[config.mk]
export PLATFORM = sky130hd
export DESIGN_NAME = irq_vec_top
export DESIGN_NICKNAME = d
export VERILOG_FILES = /design/src/rtl/irq_pkg.sv /design/src/rtl/irq_prio_enc.sv /design/src/rtl/irq_ctrl.sv /design/src/rtl/irq_datapath.sv /design/src/rtl/irq_vec_top.sv
export SDC_FILE = /design/constraint.sdc
export NUM_CORES = 1
export LEC_CHECK = 0
export ABC_AREA = 1
export BUFFER_PORTS_ARGS = -buffer_cell sky130_fd_sc_hd__buf_2
export CAP_MARGIN = 15
export CORE_AREA = 2 2 117 119
export DETAILED_ROUTE_END_ITERATION = 10
export DIE_AREA = 0 0 119 121
export PLACE_DENSITY = 0.57
export SETUP_SLACK_MARGIN = 0.2
export SYNTH_ARGS = -nofsm -noshare
export SYNTH_HDL_FRONTEND = slang
export SYNTH_SLANG_ARGS = --single-unit
[constraint.sdc]
create_clock -name clk -period 2.5 [get_ports clk]
set_input_delay 0.125 -clock clk [delete_from_list [all_inputs] [get_ports clk]]
set_output_delay 0.125 -clock clk [all_outputs]
set_load 0.005 [all_outputs]
[src/rtl/irq_pkg.sv]
package irq_pkg;

  typedef enum logic [3:0] {
    SEL_EDGE   = 4'd0,
    SEL_DIR    = 4'd1,
    SEL_EN_A   = 4'd2,
    SEL_EN_B   = 4'd3,
    SEL_PEND_A = 4'd4,
    SEL_PEND_B = 4'd5,
    SEL_INSV_A = 4'd6,
    SEL_INSV_B = 4'd7,
    SEL_MASK_A = 4'd8,
    SEL_MASK_B = 4'd9,
    SEL_VEC    = 4'd10
  } regSel_e;

  typedef struct packed {
    logic wrEdge;
    logic wrDir;
    logic wrEnA;
    logic wrEnB;
    logic wrPendA;
    logic wrPendB;
    logic wrInsvA;
    logic wrInsvB;
    logic wrMaskA;
    logic wrMaskB;
    logic wrVec;
    logic ackTake;
  } ctrlStb_t;

endpackage

[src/rtl/irq_prio_enc.sv]
module irq_prio_enc #(
  parameter int N = 16,
  localparam int IW = $clog2(N)
) (
  input  logic [N-1:0]  req,
  output logic          any,
  output logic [IW-1:0] idx
);
  always_comb begin
    any = |req;
    idx = '0;
    for (int i = 0; i < N; i++) begin
      if (req[i]) idx = IW'(i);
    end
  end
endmodule

[src/rtl/irq_ctrl.sv]
module irq_ctrl
  import irq_pkg::*;
(
  input  logic       regWr,
  input  logic [3:0] regSel,
  input  logic       ackStb,
  input  logic       irqReq,
  output ctrlStb_t   stb
);
  always_comb begin
    stb = '0;
    stb.ackTake = ackStb && irqReq;
    if (regWr) begin
      case (regSel)
        SEL_EDGE:   stb.wrEdge  = 1'b1;
        SEL_DIR:    stb.wrDir   = 1'b1;
        SEL_EN_A:   stb.wrEnA   = 1'b1;
        SEL_EN_B:   stb.wrEnB   = 1'b1;
        SEL_PEND_A: stb.wrPendA = 1'b1;
        SEL_PEND_B: stb.wrPendB = 1'b1;
        SEL_INSV_A: stb.wrInsvA = 1'b1;
        SEL_INSV_B: stb.wrInsvB = 1'b1;
        SEL_MASK_A: stb.wrMaskA = 1'b1;
        SEL_MASK_B: stb.wrMaskB = 1'b1;
        SEL_VEC:    stb.wrVec   = 1'b1;
        default:    ;
      endcase
    end
  end
endmodule

[src/rtl/irq_datapath.sv]
module irq_datapath
  import irq_pkg::*;
#(
  parameter int BANK_W = 8,
  parameter int GPIO_W = 8,
  parameter int VEC_W  = 8,
  parameter logic [GPIO_W*$clog2(2*BANK_W)-1:0] GPIO_MAP = 32'hFE76_3210,
  localparam int NUM_CH = 2 * BANK_W,
  localparam int CH_W   = $clog2(NUM_CH)
) (
  input  logic              clk,
  input  logic              rstN,
  input  ctrlStb_t          stb,
  input  logic [GPIO_W-1:0] gpioIn,
  input  logic [NUM_CH-1:0] evtIn,
  input  logic [3:0]        regSel,
  input  logic [BANK_W-1:0] regWrData,
  output logic [BANK_W-1:0] regRdData,
  output logic [GPIO_W-1:0] gpioOe,
  output logic              irqReq,
  output logic [VEC_W-1:0]  vecOut,
  output logic [NUM_CH-1:0] pendAll,
  output logic [NUM_CH-1:0] insvAll,
  output logic [NUM_CH-1:0] maskAll,
  output logic [NUM_CH-1:0] setAll,
  output logic              swEoi
);
  localparam int VHI_W = VEC_W - CH_W;

  logic [GPIO_W-1:0] edgeReg, dirReg, gpioPrev;
  logic              primed;
  logic [NUM_CH-1:0] enReg, pendReg, insvReg, maskReg;
  logic [VEC_W-1:0]  vecReg;

  logic [GPIO_W-1:0] edgeHit;
  logic [NUM_CH-1:0] pinSet, pinChans, setRaw;
  logic [NUM_CH-1:0] enNext, pendKeep, insvKeep, ackHot, pendNext, insvNext;
  logic              actAny, insAny;
  logic [CH_W-1:0]   actIdx, insIdx;

  // transition detection on input pins
  always_comb begin
    for (int g = 0; g < GPIO_W; g++) begin
      edgeHit[g] = primed && !dirReg[g] &&
                   (edgeReg[g] ? (gpioIn[g] && !gpioPrev[g])
                               : (!gpioIn[g] && gpioPrev[g]));
    end
  end

  // pin to channel routing
  always_comb begin
    pinSet   = '0;
    pinChans = '0;
    for (int g = 0; g < GPIO_W; g++) begin
      pinChans[GPIO_MAP[g*CH_W +: CH_W]] = 1'b1;
      if (edgeHit[g]) pinSet[GPIO_MAP[g*CH_W +: CH_W]] = 1'b1;
    end
    setRaw = (pinSet | (evtIn & ~pinChans)) & enReg;
  end

  // priority selection
  irq_prio_enc #(.N(NUM_CH)) i_actEnc (
    .req (pendReg & maskReg),
    .any (actAny),
    .idx (actIdx)
  );

  irq_prio_enc #(.N(NUM_CH)) i_insEnc (
    .req (insvReg),
    .any (insAny),
    .idx (insIdx)
  );

  assign swEoi  = vecReg[VHI_W > 0 ? VEC_W - VHI_W - 1 : 0];
  assign irqReq = actAny && (!insAny || (actIdx > insIdx));
  assign vecOut = irqReq ? {vecReg[VEC_W-1 -: VHI_W], actIdx} : '0;

  // next-state of the channel registers
  always_comb begin
    enNext   = enReg;
    pendKeep = '1;
    insvKeep = '1;
    if (stb.wrEnA)   enNext[NUM_CH-1:BANK_W]   = regWrData;
    if (stb.wrEnB)   enNext[BANK_W-1:0]        = regWrData;
    if (stb.wrPendA) pendKeep[NUM_CH-1:BANK_W] = regWrData;
    if (stb.wrPendB) pendKeep[BANK_W-1:0]      = regWrData;
    if (stb.wrInsvA) insvKeep[NUM_CH-1:BANK_W] = regWrData;
    if (stb.wrInsvB) insvKeep[BANK_W-1:0]      = regWrData;
    ackHot = '0;
    if (stb.ackTake) ackHot[actIdx] = 1'b1;
    pendNext = ((pendReg & pendKeep & ~ackHot) | setRaw) & enNext;
    insvNext = (insvReg & insvKeep) | (swEoi ? ackHot : '0);
  end

  always_ff @(posedge clk or negedge rstN) begin
    if (!rstN) begin
      edgeReg  <= '0;
      dirReg   <= '0;
      gpioPrev <= '0;
      primed   <= 1'b0;
      enReg    <= '0;
      pendReg  <= '0;
      insvReg  <= '0;
      maskReg  <= '0;
      vecReg   <= '0;
    end else begin
      primed   <= 1'b1;
      gpioPrev <= gpioIn;
      if (stb.wrEdge)  edgeReg <= regWrData[GPIO_W-1:0];
      if (stb.wrDir)   dirReg  <= regWrData[GPIO_W-1:0];
      if (stb.wrMaskA) maskReg[NUM_CH-1:BANK_W] <= regWrData;
      if (stb.wrMaskB) maskReg[BANK_W-1:0]      <= regWrData;
      if (stb.wrVec)   vecReg  <= regWrData[VEC_W-1:0];
      enReg   <= enNext;
      pendReg <= pendNext;
      insvReg <= insvNext;
    end
  end

  // register read mux
  always_comb begin
    regRdData = '0;
    case (regSel)
      SEL_EDGE:   regRdData[GPIO_W-1:0] = edgeReg;
      SEL_DIR:    regRdData[GPIO_W-1:0] = dirReg;
      SEL_EN_A:   regRdData = enReg[NUM_CH-1:BANK_W];
      SEL_EN_B:   regRdData = enReg[BANK_W-1:0];
      SEL_PEND_A: regRdData = pendReg[NUM_CH-1:BANK_W];
      SEL_PEND_B: regRdData = pendReg[BANK_W-1:0];
      SEL_INSV_A: regRdData = insvReg[NUM_CH-1:BANK_W];
      SEL_INSV_B: regRdData = insvReg[BANK_W-1:0];
      SEL_MASK_A: regRdData = maskReg[NUM_CH-1:BANK_W];
      SEL_MASK_B: regRdData = maskReg[BANK_W-1:0];
      SEL_VEC:    regRdData[VEC_W-1:0] = vecReg;
      default:    ;
    endcase
  end

  assign gpioOe  = dirReg;
  assign pendAll = pendReg;
  assign insvAll = insvReg;
  assign maskAll = maskReg;
  assign setAll  = setRaw;
endmodule

[src/rtl/irq_vec_top.sv]
module irq_vec_top
  import irq_pkg::*;
#(
  parameter int BANK_W = 8,
  parameter int GPIO_W = 8,
  parameter int VEC_W  = 8,
  parameter logic [GPIO_W*$clog2(2*BANK_W)-1:0] GPIO_MAP = 32'hFE76_3210,
  localparam int NUM_CH = 2 * BANK_W
) (
  input  logic              clk,
  input  logic              rstN,
  input  logic [GPIO_W-1:0] gpioIn,
  output logic [GPIO_W-1:0] gpioOe,
  input  logic [NUM_CH-1:0] evtIn,
  input  logic              regWr,
  input  logic [3:0]        regSel,
  input  logic [BANK_W-1:0] regWrData,
  output logic [BANK_W-1:0] regRdData,
  input  logic              ackStb,
  output logic              irqReq,
  output logic [VEC_W-1:0]  vecOut
);
  ctrlStb_t          stb;
  logic [NUM_CH-1:0] pendAll, insvAll, maskAll, setAll;
  logic              swEoi;

  irq_ctrl i_ctrl (
    .regWr  (regWr),
    .regSel (regSel),
    .ackStb (ackStb),
    .irqReq (irqReq),
    .stb    (stb)
  );

  irq_datapath #(
    .BANK_W   (BANK_W),
    .GPIO_W   (GPIO_W),
    .VEC_W    (VEC_W),
    .GPIO_MAP (GPIO_MAP)
  ) i_dp (
    .clk       (clk),
    .rstN      (rstN),
    .stb       (stb),
    .gpioIn    (gpioIn),
    .evtIn     (evtIn),
    .regSel    (regSel),
    .regWrData (regWrData),
    .regRdData (regRdData),
    .gpioOe    (gpioOe),
    .irqReq    (irqReq),
    .vecOut    (vecOut),
    .pendAll   (pendAll),
    .insvAll   (insvAll),
    .maskAll   (maskAll),
    .setAll    (setAll),
    .swEoi     (swEoi)
  );
endmodule

---- Word-level counts from Yosys, hierarchy flattened ----
Cells that the tools add are included.
cells by class
  magnitude comparators ................... 3
  equality and inequality tests ........... 10
  multiplexer cells ....................... 70
  bitwise operators ....................... 10
  reduce and logical (&&, ||, !) cells .... 64
operator list
  operator                                                           number
  2-to-1 mux 4 bit                                                   28
  AND 16 bit                                                         6
  one-hot mux 8 bit (11 select lines)                                1
  2-to-1 mux 8 bit                                                   7
  logical AND 1 bit                                                  35
  2-to-1 mux 16 bit                                                  2
  OR 16 bit                                                          2
  OR reduction 16 bit                                                2
  2-to-1 mux 1 bit                                                   30
  logical NOT 1 bit                                                  25
  == test 4 x 3 -> 1 bit, second input constant                      4
  inverter 16 bit                                                    1
  OR 16 x 14 -> 16 bit                                               1
  == test 4 bit, second input constant                               3
  2-to-1 mux 11 bit                                                  1
  == test 4 x 2 -> 1 bit, second input constant                      2
  less-than comparator 4 x 5 -> 1 bit, second input constant         1
  demux 1 bit (select 4 bit)                                         1
  == test 4 x 1 -> 1 bit, second input constant                      1
  greater-or-equal comparator 4 x 1 -> 1 bit, second input constant  1
  > comparator 4 bit                                                 1
  logical NOT 4 bit                                                  1
  logical OR 1 bit                                                   1
storage, ports and cells
  flip-flop bits (word level) ............. 97
  logic and storage cells ................. 167

---- Logic depth before layout (Yosys ltp) ----
  word-level depth ........................ 25
  gate-level depth with buffers ........... 30
  depth with buffers taken out ............ 30

---- Hierarchy ----
A second synthesis with hierarchy kept.
second synthesis, totals
  cells, all modules ...................... 805
  area, all modules ....................... 5420.2 µm²
modules (own cells, without submodules)
  module        times used  cells each  area each (µm²)  seq. area each (µm²)
  irq_datapath  1           684         4941.0           2427.3
  irq_prio_enc  2           48          191.4            0.0
  irq_ctrl      1           25          96.3             0.0

---- Worst setup path after synthesis ----
No wires, ideal clock.
  kind .................................... reg-to-reg
  start ................................... reg i_dp.maskReg[2], in the netlist i_dp.maskAll[2]
  end ..................................... reg i_dp.pendReg[6], in the netlist i_dp.pendAll[6]
  arrival ................................. 2.377 ns
  required time ........................... 2.370 ns
  path slack .............................. -0.008 ns
  stages on the path, launching flop included .. 29
  period minus slack after synthesis ...... 2.508 ns
  cell sequence ........................... dfrtp_1 nand2_1 nand2_1 nand2_1 nand2_1 nand2_1 nand2_1 nand2_1 nand2_1 nand2_1 nand2_1 nand2_1 nand2_1 nand2_1 nand2_2 nand2_4 inv_1 ha_1 inv_1 a21oi_1 o21ai_0 o21ai_0 nand2_1 nand2_2 nor2_4 and3_4 nand4_1 nand2_1 a21oi_2
on the way
  longest elaborated chain between the ends .. 24
ends and longest elaborated chain
  item                                                                                     line                                    RTL
  from (decl)                                                                              irq_datapath.sv:32                      logic [NUM_CH-1:0] enReg, pendReg, insvReg, maskReg;
  from (signal, indexed assignment)                                                        irq_datapath.sv:111                     if (stb.wrMaskA) maskReg[NUM_CH-1:BANK_W] <= regWrData;
  from (signal, indexed assignment)                                                        irq_datapath.sv:112                     if (stb.wrMaskB) maskReg[BANK_W-1:0] <= regWrData;
  AND 16 bit *                                                                             irq_datapath.sv:63                      .req (pendReg & maskReg),
  2-to-1 mux 4 bit (14 in series)                                                          irq_prio_enc.sv:13                      if (req[i]) idx = IW'(i);
  less-than comparator 4 x 5 -> 1 bit (implied by the code), or another cell as far along  irq_datapath.sv:90                      if (stb.ackTake) ackHot[actIdx] = 1'b1;
  logical AND 1 bit (implied by the code) or logical OR 1 bit (tied branches)              irq_datapath.sv:90, irq_datapath.sv:75
  2-to-1 mux 1 bit (implied by the code) or logical AND 1 bit (tied branches)              irq_datapath.sv:90, irq_datapath.sv:75
  demux 1 bit (select 4 bit) or logical AND 1 bit (tied branches)                          n/a
  2-to-1 mux 16 bit *                                                                      irq_datapath.sv:90
  inverter 16 bit *                                                                        irq_datapath.sv:91                      pendNext = ((pendReg & pendKeep & ~ackHot) | setRaw) & enNext;
  AND 16 bit *                                                                             irq_datapath.sv:91
  OR 16 bit *                                                                              irq_datapath.sv:91
  AND 16 bit *                                                                             irq_datapath.sv:91
  named net i_dp.pendNext[6]                                                               irq_datapath.sv:37                      logic [NUM_CH-1:0] enNext, pendKeep, insvKeep, ackHot, pendNext, insvNext;
  to (signal assigned)                                                                     irq_datapath.sv:115                     pendReg <= pendNext;
  to (decl)                                                                                irq_datapath.sv:32
Mark *: on every way through the listed nets, which the timed path passes. The rest lies on a longest branch.
A chain may end at the register's enable or synchronous reset.

---- Worst setup path in the final report ----
  start ................................... reg i_dp.insvReg[4], in the netlist i_dp.insvAll[4]
  end ..................................... out vecOut[1]
on the way
  longest elaborated chain between the ends .. 16
ends and longest elaborated chain
  item                             line                 RTL
  from (decl)                      irq_datapath.sv:32
  from (signal assigned)           irq_datapath.sv:116  insvReg <= insvNext;
  2-to-1 mux 4 bit (12 in series)  irq_prio_enc.sv:13
  > comparator 4 bit               irq_datapath.sv:75   assign irqReq = actAny && (!insAny || (actIdx > insIdx));
  logical OR 1 bit *               irq_datapath.sv:75
  logical AND 1 bit *              irq_datapath.sv:75
  2-to-1 mux 8 bit *               irq_datapath.sv:76   assign vecOut = irqReq ? {vecReg[VEC_W-1 -: VHI_W], actIdx} : '0;
  to (decl)                        irq_vec_top.sv:21    output logic [VEC_W-1:0] vecOut
Mark *: on every way between the ends. The rest lies on a longest branch, timed or not.

==> reports/qor.csv <==
stage,metric,value,unit
status,status,"finished, violations left",
status,violations,setup timing,
floorplan,die-area,14400,um^2
sta,fin_ws,-0.3879,ns
min_path,hold_class,in2reg,
power,fin_total_pwr,0.007753,W
sta,rsz0062_at_grt,yes,
sta,relSlewSlack,55.85,%
power,p_per_area,1155,nW/um^2
yosys,synth_warnings,0,
place,pre_cts_ws,-0.3398,ns
sta,post-route-min-period,2.888,ns
sta,final_max_slew_viol_count,0,
clock_tree,cts_buffer_depth,2,
sta,hold_viol_final,0,
clock_tree,clk_latency,0.35,ns
route,drcViolationCount,0,
sta,fmax,346.3,MHz
clock_tree,cts_buffers,9,
grt,antenna_found_initial,0,
yosys,synth_cell_type_count,37,
route,ant_nets,0,
floorplan,fp-row-count,42,
place,dp.cells,934,
critical_path,arrival,2.76,ns
critical_path,cpMostUsedCell,nor3_1,
place,gp_congestion,0.9994,
critical_path,required,2.38,ns
clock_tree,path_clk_slew,0.07,ns
clock_tree,htree_levels,3,
route,vias,5311,
power,leakage,3.299,nW
power,peakVddDrop,753.0,uV
yosys,synth_top_cell_by_area,dfrtp_1,
grt,grt_pass1_vias,5257,
floorplan,initial_core_util,39.07,%
layout,syn2layout_area_growth,31.35,%
route,drt_pre_antenna_iters,5,
route,via_per_inst,5.475,
route,first_iter_violations,442,
yosys,syn_area_per_cell,7.793,um^2
critical_path,crit_slowest_cell,dfrtp_1,
sta,skew,0.004566,ns
place,dp.final_hpwl,14750,um
yosys,yosys.area.top_type_share,47.48,%
critical_path,path_delay_family,simple AND/OR/NAND/NOR gates,
clock_tree,clock-sinks,97,
route,wirelength,19380,um
sta,finalCritPeriodShare,115.5,%
grt,grt_max_degree,54,
route,wl_per_cell,19.97,um
floorplan,die_w,119,um
clock_tree,cts_root_buf,clkbuf_16,
sta,worst_slew_pin_slew,0.6553,ns
floorplan,die_y,121,um
layout,fin_cells,970,
layout,fin_nets,834,
grt,grt_overflow_total,0,
yosys,synth_area,5112,um^2
yosys,synthTopCellsByArea,"dfrtp_1 47%, nand2_1 11%, o21ai_0 9.4%",
critical_path,cpPeakStageDelay,0.41,ns
clock_tree,cts_tree,done,
critical_path,worstSetupPathType,reg2out,
critical_path,crit_path_cell_trace,"or2_4, nor2_4, nor3_2, nor3_1, nor3_1, nor3_1, nor3_1, ha_1, a21oi_2, o21ai_1, o21ai_1, nand2_1, nand2_4, buf_12, buf_6, nor2_1, buf_2",
job,cap_violations,0,
critical_path,path_buf_inv,3,
yosys,ys_ff_latch,97,
critical_path,startpoint_type,register,
layout,drive_gt1_share,25.69,%
sta,setup_viol,40,
floorplan,io-pin-count,65,
place,portBuffers,56,
yosys,synth_nets,700,
yosys,ys_seq_area_share,47.48,%
critical_path,path_max_fanout,5,
layout,diodes,0,
grt,grt_usage,27.94,%
yosys,synth_cells,656,
critical_path,endpoint_kind,primary output,
floorplan,coreArea,13090,um^2
sta,fin_hold_ws,0.01686,ns
layout,post-route-util,51.32,%
grt,grt_pass1_wl,29930,um
-- state kept, by name, summed over array words and instances, names as in the netlist --
signal	count
i_dp.pendAll	16
i_dp.insvAll	16
i_dp.enReg	16
i_dp.edgeReg	8
i_dp.vecReg	8
i_dp.gpioPrev	8
i_dp.maskAll	16
i_dp.primed	1
i_dp.gpioOe	8
-- layer usage --
layer  share of wire (%)  track usage (%)  up-vias
li1                    -                -     2470
met1                  43            38.91     2542
met2                  46            44.00      252
met3                 7.1            3.195       47
met4                 4.0            12.50        0
met5                   0                0        -
-- kinds of logic after synthesis --
family	Yosys count	synth area share (%)
AND/OR/NAND/NOR	254	22.10
AO/OA/AOI/OAI	187	20.90
buffers and inverters	113	8.468
flip-flops	97	47.48
adder cells (fa/ha/maj)	4	0.9790
other	1	0.07335
-- timing repair --
action                                  4_1_cts  5_1_grt
setup buffers                                 4        8
pin swaps                                    15        9
resized for setup                            19       28
endpoints found under the setup margin       41       41
hold buffers                                  9        0
endpoints found under the hold margin        52        0
-- final timing paths --
kind / start / end / slack [ns] / depth (start not counted)
max: i_dp.insvAll[4] / vecOut[1] / -0.39 / 17
min: evtIn[11] / i_dp.pendAll[11] / 0.02 / 3
max reg2reg: i_dp.insvAll[4] / i_dp.pendAll[6] / -0.32 / 18
min reg2reg: i_dp.vecReg[4] / i_dp.vecReg[4] / 0.50 / 2
max in group asynchronous: rstN / i_dp.insvAll[0] / 1.44 / 3
min in group asynchronous: rstN / i_dp.vecReg[7] / 0.34 / 2
-- synthesized netlist by cell type --
library cell  number
a32o_1             1
nand3b_1           2
a221oi_1          18
buf_2              1
nor2_4             3
o21ai_1           16
inv_2              2
o22ai_1           13
a21boi_0           2
o2111ai_1          1
nor3_4             1
conb_1             1
o21bai_1           2
ha_1               4
nand3_2            3
nand2_4            1
dfrtp_1           97
clkbuf_1           9
clkinv_1           1
inv_1             99
a22o_1             2
nor3_2             1
nor2_1            40
a21oi_2            5
and3_4             1
o211ai_1           1
o21ai_0           96
a21oi_1           29
nand2_2            4
nand4_1           15
nand3_1           16
nor2_2             5
nor3_1             9
buf_6              1
a31oi_1            1
nand2_1          152
or2_1              1
-- through the flow --
step	cell area, um^2	TNS [ns]
global placement	6042	-3.923
CTS	6553	-10.06
global route	6715	-19.69
finish	6715	-10.31
floorplan	5136	0
detailed placement	6042	-6.371
-- final cells by class --
| class | count | area, um^2 |
|---|---|---|
| clock inverter | 6 | 91.34 |
| multi-input combinational | 446 | 2434 |
| timing repair buffer | 134 | 930.9 |
| inverter | 102 | 385.4 |
| tap | 176 | 220.2 |
| clock buffer | 9 | 225.2 |
| sequential | 97 | 2429 |
| fill | 1290 | 6370 |
-- worst min-delay path, cell delays in order --
cell and delay, ns:
buf_2 0.10, nand2_1 0.05, a21oi_1 0.05
-- layout by cell type (no fill, tap or decap), types with 2 or more instances in the layout --
cell type / Yosys / routed
inv_2: 2 / 5
nand3_4: 0 / 4
nand2_2: 4 / 11
nor2_4: 3 / 5
nor3_1: 9 / 8
dlygate4sd3_1: 0 / 9
ha_1: 4 / 3
o22ai_1: 13 / 13
nor2_2: 5 / 10
nand4_1: 15 / 15
dfrtp_1: 97 / 96
buf_2: 1 / 55
buf_12: 0 / 2
nor3_2: 1 / 2
a21boi_0: 2 / 2
nand2_1: 152 / 143
a21oi_1: 29 / 27
buf_6: 1 / 4
nor2_1: 40 / 33
nand3_2: 3 / 8
bufinv_16: 0 / 2
inv_6: 0 / 2
a221oi_1: 18 / 18
o21ai_2: 0 / 2
inv_1: 99 / 95
nand3b_1: 2 / 2
nand2_4: 1 / 3
o21ai_1: 16 / 19
nand3_1: 16 / 7
a22o_1: 2 / 2
clkbuf_16: 0 / 9
a21oi_2: 5 / 7
buf_4: 0 / 64
o21ai_0: 96 / 91
-- power by group --
part | total [W] | switching [W] | internal [W]
registers | 0.00226 | 0.000318 | 0.00194
clock network | 0.00151 | 0.000632 | 0.000879
logic | 0.00398 | 0.00217 | 0.00181
(Power assumes the default switching activity.)
